--- config.mk ---
export PLATFORM = sky130hd
export DESIGN_NAME = codec_pd_ctrl
export DESIGN_NICKNAME = d
export VERILOG_FILES = /design/src/rtl/codec_pd_pkg.sv /design/src/rtl/codec_pd_settle.sv /design/src/rtl/codec_pd_cmdreg.sv /design/src/rtl/codec_pd_ctrl.sv
export SDC_FILE = /design/constraint.sdc
export NUM_CORES = 1
export LEC_CHECK = 0
export ABC_AREA = 1
export ABC_CLOCK_PERIOD_IN_PS = 1200
export BUFFER_PORTS_ARGS = -buffer_cell sky130_fd_sc_hd__buf_4
export CORE_ASPECT_RATIO = 0.5
export CORE_UTILIZATION = 39
export DETAILED_ROUTE_END_ITERATION = 10
export GPL_TIMING_DRIVEN = 0
export PLACE_DENSITY = 0.66
export SLEW_MARGIN = 10
export SYNTH_ARGS = -nofsm -noshare
export SYNTH_HDL_FRONTEND = slang
export SYNTH_SLANG_ARGS = --single-unit
export TNS_END_PERCENT = 20
--- constraint.sdc ---
create_clock -name clk -period 1.2 [get_ports clk]
set_input_delay 0 -clock clk [delete_from_list [all_inputs] [get_ports clk]]
set_output_delay 0 -clock clk [all_outputs]
set_load 0.02 [all_outputs]
--- src/rtl/codec_pd_pkg.sv ---
package codec_pd_pkg;

  // positions in the decoded enable vector
  localparam int EN_ADC  = 0;
  localparam int EN_DAC  = 1;
  localparam int EN_MIX  = 2;
  localparam int EN_VREF = 3;
  localparam int EN_LINE = 4;
  localparam int EN_AMP  = 5;
  localparam int EN_CLK  = 6;
  localparam int EN_LINK = 7;
  localparam int N_EN    = 8;

  // number of sections reporting a ready flag
  localparam int N_RDY = 4;

  // command bits to enables; a 1 in cmd asks for power-down
  function automatic logic [N_EN-1:0] pd_decode(input logic [7:0] cmd);
    logic [N_EN-1:0] e;
    logic all_off;
    all_off     = cmd[3];
    e[EN_ADC]   = !(cmd[0] || all_off || cmd[4] || cmd[5]);
    e[EN_DAC]   = !(cmd[1] || all_off || cmd[4] || cmd[5]);
    e[EN_MIX]   = !(cmd[2] || all_off);
    e[EN_VREF]  = !all_off;
    e[EN_LINE]  = !(cmd[2] || all_off || cmd[5] || cmd[6]);
    e[EN_AMP]   = !cmd[7];
    e[EN_CLK]   = !cmd[5];
    e[EN_LINK]  = !(cmd[4] || cmd[5]);
    return e;
  endfunction

  // sleep state held by the two sleep bits
  function automatic logic pd_sleeping(input logic [7:0] cmd);
    return cmd[4] || cmd[5];
  endfunction

endpackage

--- src/rtl/codec_pd_settle.sv ---
module codec_pd_settle #(
  parameter int SETTLE_CYC = 8
) (
  input  logic clk,
  input  logic rst_n,
  input  logic sec_en,
  output logic sec_ready
);
  localparam int CW = $clog2(SETTLE_CYC + 1);
  localparam logic [CW-1:0] LIMIT = CW'(SETTLE_CYC);

  logic [CW-1:0] cnt;

  always_ff @(posedge clk or negedge rst_n) begin
    if (!rst_n)            cnt <= '0;
    else if (!sec_en)      cnt <= '0;
    else if (cnt != LIMIT) cnt <= cnt + 1'b1;
  end

  // drops in the same cycle as the enable
  assign sec_ready = sec_en && (cnt == LIMIT);
endmodule

--- src/rtl/codec_pd_cmdreg.sv ---
module codec_pd_cmdreg (
  input  logic       clk,
  input  logic       rst_n,
  input  logic       wr_hit,
  input  logic [7:0] wr_cmd,
  input  logic       sync_pulse,
  output logic [7:0] cmd,
  output logic       sleep_st,
  output logic       wake_evt,
  output logic       wr_take
);
  import codec_pd_pkg::*;

  localparam logic [7:0] SLEEP_CLR = 8'hCF;

  assign sleep_st = pd_sleeping(cmd);
  assign wake_evt = sleep_st && sync_pulse;
  assign wr_take  = wr_hit && !sleep_st;

  always_ff @(posedge clk or negedge rst_n) begin
    if (!rst_n)        cmd <= '0;
    else if (wake_evt) cmd <= cmd & SLEEP_CLR;
    else if (wr_take)  cmd <= wr_cmd;
  end
endmodule

--- src/rtl/codec_pd_ctrl.sv ---
module codec_pd_ctrl #(
  parameter int              ADDR_W     = 7,
  parameter int              DATA_W     = 16,
  parameter logic [ADDR_W-1:0] REG_IDX  = 7'h26,
  parameter int              SETTLE_CYC = 8
) (
  input  logic              clk,
  input  logic              rst_n,
  input  logic              bus_we,
  input  logic [ADDR_W-1:0] bus_addr,
  input  logic [DATA_W-1:0] bus_wdata,
  output logic [DATA_W-1:0] bus_rdata,
  input  logic              sync_pulse,
  output logic              en_adc,
  output logic              en_dac,
  output logic              en_mixer,
  output logic              en_vref,
  output logic              en_lineout,
  output logic              en_extamp,
  output logic              clk_run,
  output logic              link_on,
  output logic              slot_ok_adc,
  output logic              slot_ok_dac
);
  import codec_pd_pkg::*;

  localparam int CMD_LSB = DATA_W - 8;
  localparam int GAP_W   = CMD_LSB - N_RDY;

  logic              addr_hit;
  logic              wr_hit;
  logic [7:0]        cmd;
  logic              sleep_st;
  logic              wake_evt;
  logic              wr_take;
  logic [N_EN-1:0]   en_vec;
  logic [N_RDY-1:0]  sec_en;
  logic [N_RDY-1:0]  rdy;

  assign addr_hit = (bus_addr == REG_IDX);
  assign wr_hit   = bus_we && addr_hit;

  codec_pd_cmdreg u_cmd (
    .clk        (clk),
    .rst_n      (rst_n),
    .wr_hit     (wr_hit),
    .wr_cmd     (bus_wdata[DATA_W-1:CMD_LSB]),
    .sync_pulse (sync_pulse),
    .cmd        (cmd),
    .sleep_st   (sleep_st),
    .wake_evt   (wake_evt),
    .wr_take    (wr_take)
  );

  assign en_vec = pd_decode(cmd);

  assign en_adc     = en_vec[EN_ADC];
  assign en_dac     = en_vec[EN_DAC];
  assign en_mixer   = en_vec[EN_MIX];
  assign en_vref    = en_vec[EN_VREF];
  assign en_lineout = en_vec[EN_LINE];
  assign en_extamp  = en_vec[EN_AMP];
  assign clk_run    = en_vec[EN_CLK];
  assign link_on    = en_vec[EN_LINK];

  // ready flag order: ADC, DAC, analog mixer, reference
  assign sec_en = {en_vec[EN_VREF], en_vec[EN_MIX], en_vec[EN_DAC], en_vec[EN_ADC]};

  for (genvar g = 0; g < N_RDY; g++) begin : g_settle
    codec_pd_settle #(.SETTLE_CYC(SETTLE_CYC)) u_settle (
      .clk       (clk),
      .rst_n     (rst_n),
      .sec_en    (sec_en[g]),
      .sec_ready (rdy[g])
    );
  end

  assign slot_ok_adc = rdy[0];
  assign slot_ok_dac = rdy[1] && rdy[2];

  assign bus_rdata = addr_hit ? {cmd, {GAP_W{1'b0}}, rdy} : '0;
endmodule

==> metrics.md, run 1 <==
| Metric | Value |
|---|---|
| Status | complete, but fails checks |
| Failing checks | setup timing |
| Synthesis-to-finish area growth | 63.2% |
| CP startpoint kind | flip-flop |
| Gate count after technology mapping | roughly 170 |
| CP endpoint kind | primary output |
| CTS tree | done |
| Sequential power share | roughly 33% |
| R2r endpoint | g_settle[1].u_settle.cnt[2] |
| Clk slew on worst S/H paths | ~0.08 ns |
| Final min period | 1.48 ns |
| Net count reported at finish | 296 |
| R2r worst-path depth | 7 |
| Worst min path class | in2reg |
| Final Util | between 60% and 70% |
| Initial Util | 41.2% |
| Hpwl dp | 2150 µm |
| Latest clock arrival within the worst-skew pair | between 0.2 and 0.3 ns |
| Clock Skews | between 0.005 and 0.006 ns |
| Psw | between 0.0015 and 0.002 W |
| Die ar. | 3910 µm² |
| Critical Path Start | g_settle[1].u_settle.cnt[0] |
| Fin. Hold Viols | 0 |
| Area leader, netlist | dfrtp_1 |
| Iter 0 DRT Violations | 55 |
| Fmax | about 0.68 GHz |
| Crit-path max FO | 2 |
| Max IR drop VDD | between 600 and 700 µV |
| Largest cells by area after synthesis | dfrtp_1 (42%), nand2_1 (8.7%), ha_1 (7.0%), nand3_1 (7.0%), inv_1 (6.6%) |
| CTS Buf Count | 3 |
| Syn_area_per_cell | 8.18 µm² |
| CTS root buffer | clkbuf_8 |
| Area of the multi-input gates | around 790 µm² |
| Via count | between 1k and 1.5k |
| Internal | 0.00258 W |
| Worst EP required | 1.20 ns |
| Diodes inserted | 0 |
| Max-cap check violation count | 0 |
| # IOs | 53 |
| R2r setup slk | -0.15 ns |
| FF+latch area | 604 µm² |
| DRT Pass-1 Iters | 4 |
| Origin of the critical flop-to-flop path | g_settle[1].u_settle.cnt[0] |
| CTS Buffer Depth | 2 |
| Switch share | roughly two fifths |
| Grt ovf | 0 |
| Total GRT Usage | approximately a fifth |
| Distinct cells, synth | 25 |
| Mapped Area | between 1000 and 1500 µm² |
| Final setup viols | 19 |
| Commonest cells after routing, fill and taps aside | buf_4 (68), nand2_1 (27), dfrtp_1 (21) |
| Die width | roughly 90 µm |
| Post-synth top area share | approximately 42% |
| Final setup margin | -0.276 ns |
| Leak | between 1 and 1.5 nW |
| PwrDens | around 1800 nW/µm² |
| Commonest non-fill, non-tap cell in the layout | buf_4 |
| Largest net degree at the start of global routing | 25 |
| Worst Setup Path Type | reg2out |
| Layout cell share with drive strength beyond 1 | 46.5% |
| Post-Route WL | ~4200 µm |
| Register area share after synthesis | 42.2% |
| # fillers | roughly 270 |
| Cell Rows | 15 |
| RSZ-0062 raised after global routing | yes |
| Critical path destination | slot_ok_dac |
| First-pass GRT wire length | 5430 µm |
| Syn. warnings | 0 |
| # DRC | 0 |
| Core Box Area | approximately 3500 µm² |
| Clock network power share | ~17% |
| H-tree levels | 1 |
| Layout Cells excl Fill | 311 |
| Fin crit share | 123% |
| Die Ht | ~45 µm |
| Hold WS | between 0.1 and 0.15 ns |
| Max Slew Vio Count | 0 |
| Initial antenna violation count | 0 |
| # clock sinks | 24 |
| Setup_tns | -2.18 ns |
| # port buffers | 40 |
| Design Area, Final | about 2300 µm² |
| Dpl cell area | about 1800 µm² |
| GPL Wtd Cong | about 0.74 |
| Antenna Violating Nets Remaining | 0 |
| Wire length per cell | ~13 µm |
| CP arrival | ~1.5 ns |
| Via density per instance | roughly 4.7 |
| #FFs+latches synth | 24 |
| Logic pwr share | 49.7% |
| Vias in the first global route | 1223 |
| Inst Count DP | 268 |
-- synthesized netlist by cell type --
| cell type | instances |
|---|---|
| nand2_2 | 1 |
| nand3_4 | 2 |
| nand2_1 | 33 |
| nor2_2 | 3 |
| nor2_1 | 20 |
| ha_1 | 8 |
| inv_2 | 4 |
| dfrtp_1 | 24 |
| o211a_1 | 1 |
| nor3_1 | 2 |
| xnor2_1 | 3 |
| nand3_2 | 3 |
| inv_4 | 1 |
| nor4_1 | 1 |
| inv_1 | 25 |
| nor3_2 | 1 |
| o21ai_1 | 2 |
| xor2_1 | 3 |
| conb_1 | 1 |
| buf_4 | 4 |
| o21ai_0 | 3 |
| nand3_1 | 20 |
| buf_2 | 1 |
| nor2_4 | 4 |
| a21oi_1 | 4 |
-- power by group through the flow --
stage / Combinational, W / Sequential (W) / Clock, W
6_report: 0.00207 / 0.00137 / 0.000727
5_1_grt: 0.00223 / 0.00140 / 0.000750
4_1_cts: 0.00171 / 0.00135 / 0.000723
3_5_place_dp: 0.00124 / 0.00138 / 0
3_3_place_gp: 0.00118 / 0.00137 / 0
2_1_floorplan: 0.000967 / 0.00132 / 0
-- cell type report --
| class | instances | area share (%) |
|---|---|---|
| inverter | 30 | 5.06 |
| sequential | 24 | 26.0 |
| timing repair buffer | 79 | 27.4 |
| tap | 51 | 2.75 |
| clock inverter | 1 | 1.29 |
| buffer | 5 | 1.51 |
| clock buffer | 3 | 1.78 |
| multi-input combinational | 118 | 34.2 |
-- registers in the layout, summed over array words and instances, names as in the netlist --
name                   cells
u_cmd.cmd                  8
g_settle.u_settle.cnt     16
-- worst min path at each step --
stage	depth (start not counted)	end	from	slack [ns]
CTS	5	u_cmd.cmd[3]	bus_addr[6]	0.09
detailed placement	1	g_settle[2].u_settle.cnt[2]	rst_n	-0.08
finish	5	u_cmd.cmd[0]	bus_addr[6]	0.11
global placement	1	g_settle[2].u_settle.cnt[2]	rst_n	-0.08
floorplan	0	g_settle[0].u_settle.cnt[0]	rst_n	-0.30
global route	5	u_cmd.cmd[3]	bus_addr[6]	0.12
-- routing by layer --
metal	global-route usage, %	part of all wire (%)	routed length [µm]
met5	0	0	0
met4	7.54	2.5	103
met3	3.29	3.9	165
met2	33.0	51	2140
met1	23.6	43	1790
-- metrics by stage --
| step | total power (W) | setup slack (ns) |
|---|---|---|
| floorplan | 0.00229 | -0.0719 |
| global placement | 0.00256 | 0.0129 |
| detailed placement | 0.00262 | -0.0269 |
| CTS | 0.00378 | -0.147 |
| global route | 0.00438 | -0.292 |
| finish | 0.00417 | -0.276 |
-- worst max-delay path, cell delays in order (launching register included) --
cell	delay [ns]
dfrtp_1	0.42
inv_2	0.12
ha_4	0.15
nand3_4	0.07
inv_2	0.08
nand2_2	0.07
nor2_1	0.13
buf_4	0.16
-- cells by family after synthesis --
kind of cell	share of synthesized area, %
buffers and inverters	10.6
flip-flops	42.2
XOR/XNOR	3.69
adder cells (fa/ha/maj)	7.04
AND/OR/NAND/NOR	32.4
other	0.264
AO/OA/AOI/OAI	3.87
-- repair_timing --
item                                    CTS  global route
pin swaps                                11            16
endpoints found under the hold margin    32             0
resized for setup                        22            16
setup buffers                            18            11
endpoints found under the setup margin   17            22
hold buffers                             10             0
Note: power is estimated with default switching activity, not from simulation.
==> run 2, diff against run 1 <==
- SKIP_CTS_REPAIR_TIMING: not set -> 1
==> run 2 against run 1 <==
Net effect:
- the run ends with hold timing, setup timing left
- flip-flop and latch count unchanged
- core utilization shrank 4.0 points
- clock power shrank 2.9%
- sequential power about the same
- sequential share of layout area grew 1.6 points
- setup slack improved by 0.037 ns
- final cell count shrank 3.9%
- critical path type unchanged
- critical endpoint is now bus_rdata[1]
- largest power group unchanged
==> metrics.md, run 2 (synthesis gave the netlist of run 1 again) <==
| Metric | Value |
|---|---|
| H-tree levels | 1 (unchanged) |
| Layout cell share with drive strength beyond 1 | 41.5% (was 46.5%) |
| Grt ovf | 0 (unchanged) |
| CP endpoint kind | primary output (unchanged) |
| Antenna Violating Nets Remaining | 0 (unchanged) |
| Met1 wire length | 1510 µm (was 1790 µm) |
| RSZ-0062 raised after global routing | yes (unchanged) |
| Largest registers | g_settle.u_settle.cnt: 16 flops, u_cmd.cmd: 8 flops (unchanged) |
| Clk slew on worst S/H paths | 0.09 ns (was 0.08 ns) |
| # IOs | 53 (unchanged) |
| Die Ht | 44.7 µm (unchanged) |
| Synthesis-to-finish area growth | 53.6% (was 63.2%) |
| # DRC | 0 (unchanged) |
| DR top layer | met4 (unchanged) |
| Die ar. | 3910 µm² (unchanged) |
| Status | complete, but fails checks (unchanged) |
| Max incr delay on CP | 0.43 ns (was 0.42 ns) |
| Worst path cell trace | nor2_4 -> nand3_2 -> inv_2 -> nand2_2 -> nor2_1 -> buf_4 (was inv_2 -> ha_4 -> nand3_4 -> inv_2 -> nand2_2 -> nor2_1 -> buf_4) |
| Power, Total | 0.00377 W (was 0.00417 W) |
| First-pass GRT wire length | 4350 µm (was 5430 µm) |
| Worst EP required | 1.20 ns (about the same) |
| Via density per instance | 4.47 (was 4.68) |
| CTS Buf Count | 3 (unchanged) |
| Max IR drop VDD | 686 µV (was 691 µV) |
| Dpl cell area | 1800 µm² (unchanged) |
| Diodes inserted | 0 (unchanged) |
| Setup_tns | -2.07 ns (was -2.18 ns) |
| Hold WS | -0.0155 ns (was 0.111 ns) |
| CP startpoint kind | flip-flop (unchanged) |
| Worst slack at placement | -0.0269 ns (unchanged) |
| # clock sinks | 24 (unchanged) |
| Max-cap check violation count | 0 (unchanged) |
| Latest clock arrival within the worst-skew pair | 0.27 ns (was 0.28 ns) |
| Commonest non-fill, non-tap cell in the layout | buf_4 (unchanged) |
| Final Util | 63.3% (was 67.2%) |
| Hpwl dp | 2150 µm (unchanged) |
| Crit-path max FO | 4 (was 2) |
| Final setup viols | 20 (was 19) |
| Die width | 87.4 µm (unchanged) |
| GPL Wtd Cong | 0.741 (unchanged) |
| Final min period | 1.44 ns (was 1.48 ns) |
| Design Area, Final | 2180 µm² (was 2320 µm²) |
| Vias in the first global route | 1018 (was 1223) |
| # port buffers | 40 (unchanged) |
| Crit-path slowest cell | dfrtp_1 (unchanged) |
| Iter 0 DRT Violations | 49 (was 55) |
| Routed met2 length | 1780 µm (was 2140 µm) |
| CTS Buffer Depth | 2 (unchanged) |
| Total GRT Usage | 15.0% (was 18.7%) |
| CTS tree | done (unchanged) |
| CTS root buffer | clkbuf_8 (unchanged) |
| Metal3 WL | 90 µm (was 165 µm) |
| Fin. Hold Viols | 1 (was 0) |
| Wire length per cell | 11.5 µm (was 13.5 µm) |
| Net count reported at finish | 284 (was 296) |
| Worst Setup Path Type | reg2out (unchanged) |
| Via count | 1336 (was 1454) |
| CP arrival | 1.44 ns (was 1.48 ns) |
| Fmax | 0.695 GHz (was 0.677 GHz) |
| # fillers | 304 (was 269) |
| Largest net degree at the start of global routing | 25 (unchanged) |
| Clock Skews | 0.00616 ns (was 0.00516 ns) |
| Post-Route WL | 3440 µm (was 4190 µm) |
| Core Box Area | 3450 µm² (unchanged) |
| DRT Pass-1 Iters | 6 (was 4) |
| Initial Util | 41.2% (unchanged) |
| Cell Rows | 15 (unchanged) |
| Failing checks | hold timing, setup timing (was setup timing) |
| Final setup margin | -0.239 ns (was -0.276 ns) |
| PwrDens | 1730 nW/µm² (was 1800 nW/µm²) |
| Largest Register | g_settle.u_settle.cnt (unchanged) |
| Fin crit share | 120% (was 123%) |
| Max reg flops | 16 (unchanged) |
| Commonest cells after routing, fill and taps aside | buf_4 (58), nand2_1 (31), dfrtp_1 (22) (was buf_4 (68), nand2_1 (27), dfrtp_1 (21)) |
| Max Slew Vio Count | 0 (unchanged) |
| Leak | 1.13 nW (was 1.19 nW) |
| Worst min path class | in2reg (unchanged) |
| Initial antenna violation count | 0 (unchanged) |
-- run 2: worst max-delay path, delay by kind of cell, from the launching register on --
family	cells	cell delay (ns)
buffers and inverters	2	0.26
AND/OR/NAND/NOR	4	0.49
flip-flops	1	0.43
-- run 2: power by group --
part	internal (W)	switching, W	total (W)
Clock	0.000446	0.000260	0.000706
Combinational	0.000830	0.000850	0.00168
Sequential	0.00111	0.000273	0.00139
-- run 2: path summary, 6_finish.rpt --
path,cells after the start,slack [ns],to,startpoint
setup / recovery,6,-0.24,bus_rdata[1],u_cmd.cmd[4]
hold / removal,3,-0.02,u_cmd.cmd[2],bus_wdata[10]
setup reg to reg,7,-0.16,u_cmd.cmd[0],u_cmd.cmd[5]
hold reg to reg,2,0.48,u_cmd.cmd[7],u_cmd.cmd[7]
max in group asynchronous,2,0.78,u_cmd.cmd[5],rst_n
min in group asynchronous,2,0.16,g_settle[2].u_settle.cnt[2],rst_n
-- run 2: per-stage QoR --
step	hold slack [ns]	cells
final	-0.0155	299
after global routing	0.00853	299
after detailed placement	-0.0822	268
after global placement	-0.0826	268
after CTS	-0.380	272
after floorplan	-0.296	177
-- run 2: final cells by class --
class	count	area (µm²)	area share, %
multi-input combinational	118	753	34.5
sequential	24	603	27.6
timing repair buffer	67	541	24.7
inverter	30	118	5.38
tap	51	63.8	2.92
clock buffer	3	41.3	1.89
buffer	5	35.0	1.60
clock inverter	1	30.0	1.37
-- run 2: routing by layer --
layer / vias to the layer above / global-route usage, %
met3: 4 / 3.29
met1: 626 / 19.0
met2: 23 / 25.6
li1: 683 / -
met5: - / 0
met4: 0 / 5.90
